## config.mk

```make
export PLATFORM = sky130hd
export DESIGN_NAME = interlace_level_seq
export DESIGN_NICKNAME = d
export VERILOG_FILES = /design/src/rtl/interlace_level_seq.sv
export SDC_FILE = /design/constraint.sdc
export NUM_CORES = 1
export LEC_CHECK = 0
export BUFFER_PORTS_ARGS = -buffer_cell sky130_fd_sc_hd__buf_2
export CORE_AREA = 8 8 73 123
export CTS_BUF_LIST = sky130_fd_sc_hd__clkbuf_4 sky130_fd_sc_hd__clkbuf_8 sky130_fd_sc_hd__clkbuf_16
export DETAILED_ROUTE_END_ITERATION = 12
export DIE_AREA = 0 0 81 131
export GPL_ROUTABILITY_DRIVEN = 1
export PLACE_DENSITY_LB_ADDON = 0.12
export SYNTH_ARGS = -nofsm -noshare
export SYNTH_HDL_FRONTEND = slang
export SYNTH_SLANG_ARGS = --single-unit
```

## constraint.sdc

```tcl
create_clock -name clk -period 7.1 [get_ports clk]
set_input_delay 1.065 -clock clk [delete_from_list [all_inputs] [get_ports clk]]
set_output_delay 1.065 -clock clk [all_outputs]
set_load 0.02 [all_outputs]
```

## src/rtl/interlace_level_seq.sv

```systemverilog
module interlace_level_seq #(
  parameter int PRE_PULSES   = 6,
  parameter int BROAD_PULSES = 5,
  parameter int POST_PULSES  = 5,
  parameter int HALF_TICKS   = 32,
  parameter int EQ_LOW       = 2,
  parameter int BROAD_LOW    = 30,
  parameter int HSYNC        = 4,
  parameter int BPORCH       = 6,
  parameter int PIX          = 52,
  parameter int FPORCH       = 2,
  parameter int LINES_F0     = 304,
  parameter int LINES_F1     = 305,
  parameter int FIELD_STRIDE = 312,
  parameter int LUMA_W       = 8,
  parameter int LVL_W        = 3,
  parameter int LVL_STEPS    = 6,
  parameter int ADDR_W       = $clog2(2 * FIELD_STRIDE * PIX)
) (
  input  logic              clk,
  input  logic              rst_n,
  input  logic              tick_i,
  input  logic [LUMA_W-1:0] pix_data_i,
  output logic [LVL_W-1:0]  level_o,
  output logic              pix_req_o,
  output logic [ADDR_W-1:0] pix_addr_o,
  output logic              field_o,
  output logic              line_start_o
);

  localparam int LINE_TICKS = HSYNC + BPORCH + PIX + FPORCH;
  localparam int PIX_FIRST  = HSYNC + BPORCH;
  localparam int PIX_LAST   = PIX_FIRST + PIX - 1;
  localparam int POS_W      = $clog2(LINE_TICKS);
  localparam int CNT_W      = $clog2(LINES_F1 + 1);
  localparam int LUMA_MAX   = (1 << LUMA_W) - 1;
  localparam logic [LVL_W-1:0] LVL_SYNC  = '0;
  localparam logic [LVL_W-1:0] LVL_BLANK = LVL_W'(1);

  typedef enum logic [1:0] {SEG_PRE, SEG_BROAD, SEG_POST, SEG_LINE} seg_t;

  function automatic logic [LVL_W-1:0] scale_luma(input logic [LUMA_W-1:0] y);
    int acc;
    acc = 1;
    for (int k = 1; k <= LVL_STEPS; k++)
      if (int'(y) * LVL_STEPS >= LUMA_MAX * k) acc++;
    return LVL_W'(acc);
  endfunction

  logic             field_q, n_field;
  seg_t             seg_q, n_seg;
  logic [CNT_W-1:0] cnt_q, n_cnt, seg_last;
  logic [POS_W-1:0] pos_q, n_pos;
  logic [LVL_W-1:0] level_q, n_level;
  logic             ls_q, n_pix;

  always_comb begin
    case (seg_q)
      SEG_PRE:   seg_last = CNT_W'(PRE_PULSES - 1);
      SEG_BROAD: seg_last = CNT_W'(BROAD_PULSES - 1);
      SEG_POST:  seg_last = CNT_W'(POST_PULSES - 1);
      default:   seg_last = field_q ? CNT_W'(LINES_F1 - 1) : CNT_W'(LINES_F0 - 1);
    endcase
  end

  always_comb begin
    n_field = field_q;
    n_seg   = seg_q;
    n_cnt   = cnt_q;
    n_pos   = pos_q + POS_W'(1);
    if ((seg_q != SEG_LINE && pos_q == POS_W'(HALF_TICKS - 1)) ||
        (seg_q == SEG_LINE && pos_q == POS_W'(LINE_TICKS - 1))) begin
      n_pos = '0;
      n_cnt = cnt_q + CNT_W'(1);
      if (cnt_q == seg_last) begin
        n_cnt = '0;
        case (seg_q)
          SEG_PRE:   n_seg = SEG_BROAD;
          SEG_BROAD: n_seg = SEG_POST;
          SEG_POST:  n_seg = SEG_LINE;
          default: begin
            n_seg   = SEG_PRE;
            n_field = ~field_q;
          end
        endcase
      end
    end
  end

  assign n_pix = (n_seg == SEG_LINE) && (n_pos >= POS_W'(PIX_FIRST)) &&
                 (n_pos <= POS_W'(PIX_LAST));

  always_comb begin
    case (n_seg)
      SEG_BROAD: n_level = (n_pos < POS_W'(BROAD_LOW)) ? LVL_SYNC : LVL_BLANK;
      SEG_LINE:  n_level = (n_pos < POS_W'(HSYNC)) ? LVL_SYNC :
                           n_pix ? scale_luma(pix_data_i) : LVL_BLANK;
      default:   n_level = (n_pos < POS_W'(EQ_LOW)) ? LVL_SYNC : LVL_BLANK;
    endcase
  end

  always_ff @(posedge clk or negedge rst_n) begin
    if (!rst_n) begin
      field_q <= 1'b0;
      seg_q   <= SEG_PRE;
      cnt_q   <= '0;
      pos_q   <= '0;
      level_q <= LVL_SYNC;
      ls_q    <= 1'b0;
    end else begin
      ls_q <= tick_i && (n_seg == SEG_LINE) && (n_pos == '0);
      if (tick_i) begin
        field_q <= n_field;
        seg_q   <= n_seg;
        cnt_q   <= n_cnt;
        pos_q   <= n_pos;
        level_q <= n_level;
      end
    end
  end

  assign pix_req_o    = n_pix;
  assign pix_addr_o   = n_pix ? ADDR_W'(n_pos - POS_W'(PIX_FIRST)) +
                                ADDR_W'(n_cnt) * ADDR_W'(PIX) +
                                (n_field ? ADDR_W'(FIELD_STRIDE * PIX) : '0)
                              : '0;
  assign level_o      = level_q;
  assign field_o      = field_q;
  assign line_start_o = ls_q;

endmodule

```

# Word level (Yosys, flattened, before mapping)
# Cells that the tools add are included.
# word_totals
reg_bits	22
wordCells	79
out_inout_bits	21
inputBits	11
# classes
reduce_logical	11
muxes	29
addsub	10
n_lt_le_gt_ge	11
n_eq_ne	9
multipliers	2
bitwise_logic	1
# op_table
op	n
32-bit by 11-bit greater-or-equal comparator with 1-bit output, second input constant	2
3-bit two-way mux	12
32-bit by 10-bit greater-or-equal comparator with 1-bit output, second input constant	1
32-bit by 12-bit greater-or-equal comparator with 1-bit output, second input constant	1
32-bit by 9-bit greater-or-equal comparator with 1-bit output, second input constant	1
9-bit two-way mux	2
9-bit one-hot mux with 2 select lines	1
15-bit by 14-bit adder with 15-bit output	1
15-bit adder	1
3-bit by 2-bit adder with 3-bit output, second input constant	5
15-bit two-way mux	1
14-bit two-way mux	1
9-bit by 4-bit multiplier with 13-bit output, second input constant	1
11-bit greater-or-equal comparator, second input constant	1
8-bit by 2-bit multiplier with 10-bit output, second input constant	1
9-bit by 1-bit adder with 9-bit output, second input constant	1
9-bit == test	1
6-bit by 4-bit subtractor with 7-bit output, second input constant	1
6-bit by 1-bit adder with 6-bit output, second input constant	1
2-bit == test, second input constant	3
6-bit by 5-bit == test with 1-bit output, second input constant	1
6-bit == test, second input constant	1
6-bit by 4-bit greater-or-equal comparator with 1-bit output, second input constant	1
6-bit <= comparator, second input constant	1
other kinds (18)	30

# Logic depth before layout (Yosys ltp)
# logic_depth
ltp_word	25
ltp_mapped	30
depth_no_buf	29

# Least setup slack after synthesis
# No wires, ideal clock.
# synth_path
path_type	reg2out
start	register seg_q[0]
end	output pix_addr_o[14]
t_arrival_ps	6030
required_time_ps	6035
stages_incl_launch_ff	28
path_buffers	1
setup_slack_ps	5
cell_sequence	dfrtp_1 > inv_1 > ha_1 > xor2_1 > o41a_1 > nor4b_2 > buf_2 > nand2b_1 > nor2_1 > a21oi_1 > inv_1 > ha_1 > fa_1 > ha_1 > a21o_1 > a21oi_1 > nand2b_1 > a21boi_0 > or4_1 > nand2_1 > xnor2_1 > fa_1 > ha_1 > or3_1 > o21ai_0 > a21oi_1 > xnor3_1 > nor2_1
# synth_between
elab_chain_cells	10
elab_cells_between_ends	32
cone_classes	add/sub: 3; mul: 1; order compare: 2; eq/ne: 6; mux: 12; reduce/logical: 8
# synth_rtl
item	line	source
from (decl)	51	seg_t seg_q, n_seg;
from (signal assigned)	114	seg_q <= n_seg;
2-bit == test / 2-bit by 1-bit == test with 1-bit output (equally long branches)	58	case (seg_q)
2-bit OR reduction (no line)	n/a	
9-bit one-hot mux with 2 select lines	58	
9-bit == test	75	if (cnt_q == seg_last) begin
9-bit two-way mux	75	
9-bit two-way mux (*)	71	if ((seg_q != SEG_LINE && pos_q == POS_W'(HALF_TICKS - 1)) ||
named net n_cnt[0]	52	logic [CNT_W-1:0] cnt_q, n_cnt, seg_last;
9-bit by 4-bit multiplier with 13-bit output (*)	124	ADDR_W'(n_cnt) * ADDR_W'(PIX) +
15-bit adder (*)	123	assign pix_addr_o = n_pix ? ADDR_W'(n_pos - POS_W'(PIX_FIRST)) +
15-bit by 14-bit adder with 15-bit output (*)	124	
15-bit two-way mux (*)	123	
to (decl)	26	output logic [ADDR_W-1:0] pix_addr_o,
# Mark *: on every way through the listed nets, which the timed path passes. The rest lies on a longest branch.

# Worst setup path after layout
# Same ends and word-level chain as after synthesis.

==> flow_summary.toml <==
[run]
drv_cap = 0

[critical_path]
cp-start-kind = "flip-flop"
critPathTopFamily = "adder cells"
critical_path_class = "reg2out"
critPathBufInv = 5
slowest_delay_ps = 580
critical-path-slowest-cell = "fa_1"
cp.arrival_ps = 6080
required_ps = 6030
r2r_cells = 16
cp_max_fo = 8
end_kind = "output pin"
cp_num_cells = 26
cpMostUsedCell = "buf_4"

[yosys]
synthFlopType = "dfrtp_1"
async_flop_share = 1.00
yosys_warnings = 0
syn-instance-count = 489
synth_area_mm2 = 0.00397
synth_top_family_by_area = "adder cells"
ys_types = 66
syn_area_per_cell_um2 = 8.12
muxShareOfSynthArea = 0.0221
synth_compound_area_frac = 0.203
yosysTopAreaCell = "ha_1"
ys_top_cells_by_area = "ha_1 (19%), dfrtp_1 (14%), fa_1 (8.6%)"
synth_xor_area_frac = 0.0873
synth_fa_ha_area_frac = 0.278
synth-seq-area-share = 0.139
synthSimpleGateAreaFrac = 0.209
synth_edf_count = 0
synth_top_area_share = 0.192
ys_seq_elements = 22
syn_nets = 578

[hold_path]
min_path_cells = 1
hold_class = "reg2reg"

[power_and_ir_drop]
finalPower_mw = 1.90
powerDensity_mw_per_mm2 = 392
max-vdd-ir-drop_uv = 204
p_leak_nw = 2.36

[place]
gp_routability_congestion = 0.885
port_buffers = 31
dp_hpwl_um = 8030
dp.cells = 620
dpl-instance-area_mm2 = 0.00437

[floorplanning]
num_io_pins = 32
rows = 42
dieArea_mm2 = 0.0106
dieWidth_um = 81
chipHeight_um = 131
coreArea_mm2 = 0.00736
start_util = 0.540

[run_status]
status = "finished with violations"
violations = "setup timing"

[global_route]
grt_max_degree = 25
track_usage = 0.191
grt_overflow = 0
antenna_found_initial = 0
grt_pass1_vias = 3760
grt_pass1_wl_um = 16200

[sta]
finClkSkew_ps = 6.28
tightest_slew_ps = 672
fin_crit_ps = 7150
setup_slack_ps = -45.3
finalSetupTns_ps = -45.3
slew_headroom = 0.551
rsz0062_at_grt = "yes"
fin_crit_sh = 1.01
setup_violations = 1
slew_viol_final = 0
timing_hold_violations_final = 0
clock.fmax_mhz = 140

[routing]
via_count = 3692
dr.pass1.iters = 4
ant_nets = 0
drt-wirelength-per-cell_um = 15.4
drcViolationCount = 0
routed_wl_um = 9850
via_per_inst = 5.76
drt_first_iter_violations = 113

[cts]
cts-root-buf = "clkbuf_16"
clk_latency_ps = 260
h-tree-depth = 1
path_clk_slew_ps = 60
numCtsBuffers = 3
clk_path_buf_depth = 2
clock-sinks = 22
postCtsHoldBufs = 0
cts_tree = "yes"

[layout]
seq_area_um2 = 551
area_delta_synth_final_pct = 21.9
fill_cells = 659
antenna_cells = 0
layout-drive-gt1-share = 0.239
nets = 643
final_area_mm2 = 0.00484
fin_cells = 641
multiInputGateArea_mm2 = 0.00339
==> sequential cells by signal, indices dropped and copies added (netlist names) <==
name and flops:
cnt_q 9, level_o 3, pos_q 6, seg_q 2
line_start_o 1, field_o 1
==> metrics by stage <==
stage / setup WS, ps / utilization / hold WS [ps]
after detailed placement: -123 / 0.595 / 495
after global placement: 82.4 / 0.595 / 475
after global routing: -287 / 0.658 / 514
after CTS: -125 / 0.630 / 508
after floorplan: 4.97 / - / 503
final: -45.3 / 0.658 / 500
==> logic make-up (layout without fill, tap and decap cells) <==
group                    Yosys count  count (layout)
AND/OR/NAND/NOR                  162             162
AO/OA/AOI/OAI                    116             116
adder cells (fa/ha/maj)           78              78
buffers and inverters             65             129
XOR/XNOR                          38              38
flip-flops                        22              22
multiplexers                       8               8
==> cell usage after synthesis (all sizes together), types with 3 or more instances <==
master,n
ha,61
inv,51
nand2,48
nor2,40
o21ai,27
a21oi,26
xnor2,25
dfrtp,22
fa,17
nor3,12
xor2,12
clkbuf,10
a21o,9
nor2b,9
nand2b,8
nand3,8
and3,6
mux2,6
nor3b,6
a211oi,5
and2,5
o21bai,5
a2111oi,4
a211o,4
buf,4
o21a,4
o31ai,4
or3,4
a21boi,3
nand4,3
nand4b,3
o2111ai,3
o211ai,3
==> area by class of cell <==
class                      count  share of cell area
clock buffer                   3              0.0155
clock inverter                 1             0.00620
inverter                      51              0.0396
multi-input combinational    402               0.700
sequential                    22               0.114
tap                           88              0.0228
timing repair buffer          74               0.102
==> report_power, final <==
part,internal (mW),switching [mW]
Combinational,0.722,0.833
Clock,0.112,0.0473
Sequential,0.149,0.0348
==> layout by cell type, fill, tap and decap left out, types with 4 or more instances in the layout <==
cell	instances
nand2_1	47
ha_1	47
inv_1	46
buf_4	44
nor2_1	38
buf_2	28
xnor2_1	24
a21oi_1	22
dfrtp_1	22
o21ai_0	20
fa_1	16
xor2_1	12
nor3_1	11
a21o_1	9
ha_4	9
nor2b_1	8
nand3_1	7
nand2b_1	7
and3_1	6
mux2_2	6
and2_1	5
o21bai_1	5
inv_2	5
ha_2	5
nor3b_1	4
a21oi_2	4
a211o_1	4
o21a_1	4
a211oi_1	4
o21ai_1	4
==> worst paths after layout <==
check,slack [ps],start,endpoint
min in group asynchronous,760,rst_n,line_start_o
worst min register to register,500,level_o[2],level_o[2]
max in group asynchronous,5990,rst_n,cnt_q[7]
worst max-delay path,-50,seg_q[0],pix_addr_o[14]
worst max register to register,3650,seg_q[0],level_o[2]
worst min-delay path,500,level_o[2],level_o[2]
==> repair_timing <==
item | CTS | global route
pin swaps | 23 | 21
buffers inserted | 13 | 4
gates resized for setup | 22 | 32
endpoints found under the setup margin | 4 | 4
==> routing by layer <==
| metal | up-vias | share of wire | global-route usage | wire length (um) |
|---|---|---|---|---|
| met5 | - | 0 | 0 | 0 |
| met4 | 0 | 0.029 | 0.0836 | 290 |
| met3 | 22 | 0.017 | 0.0116 | 169 |
| met2 | 53 | 0.60 | 0.403 | 5940 |
| met1 | 1781 | 0.35 | 0.170 | 3440 |
| li1 | 1836 | - | - | - |
Power figures use the tool's default switching activity.
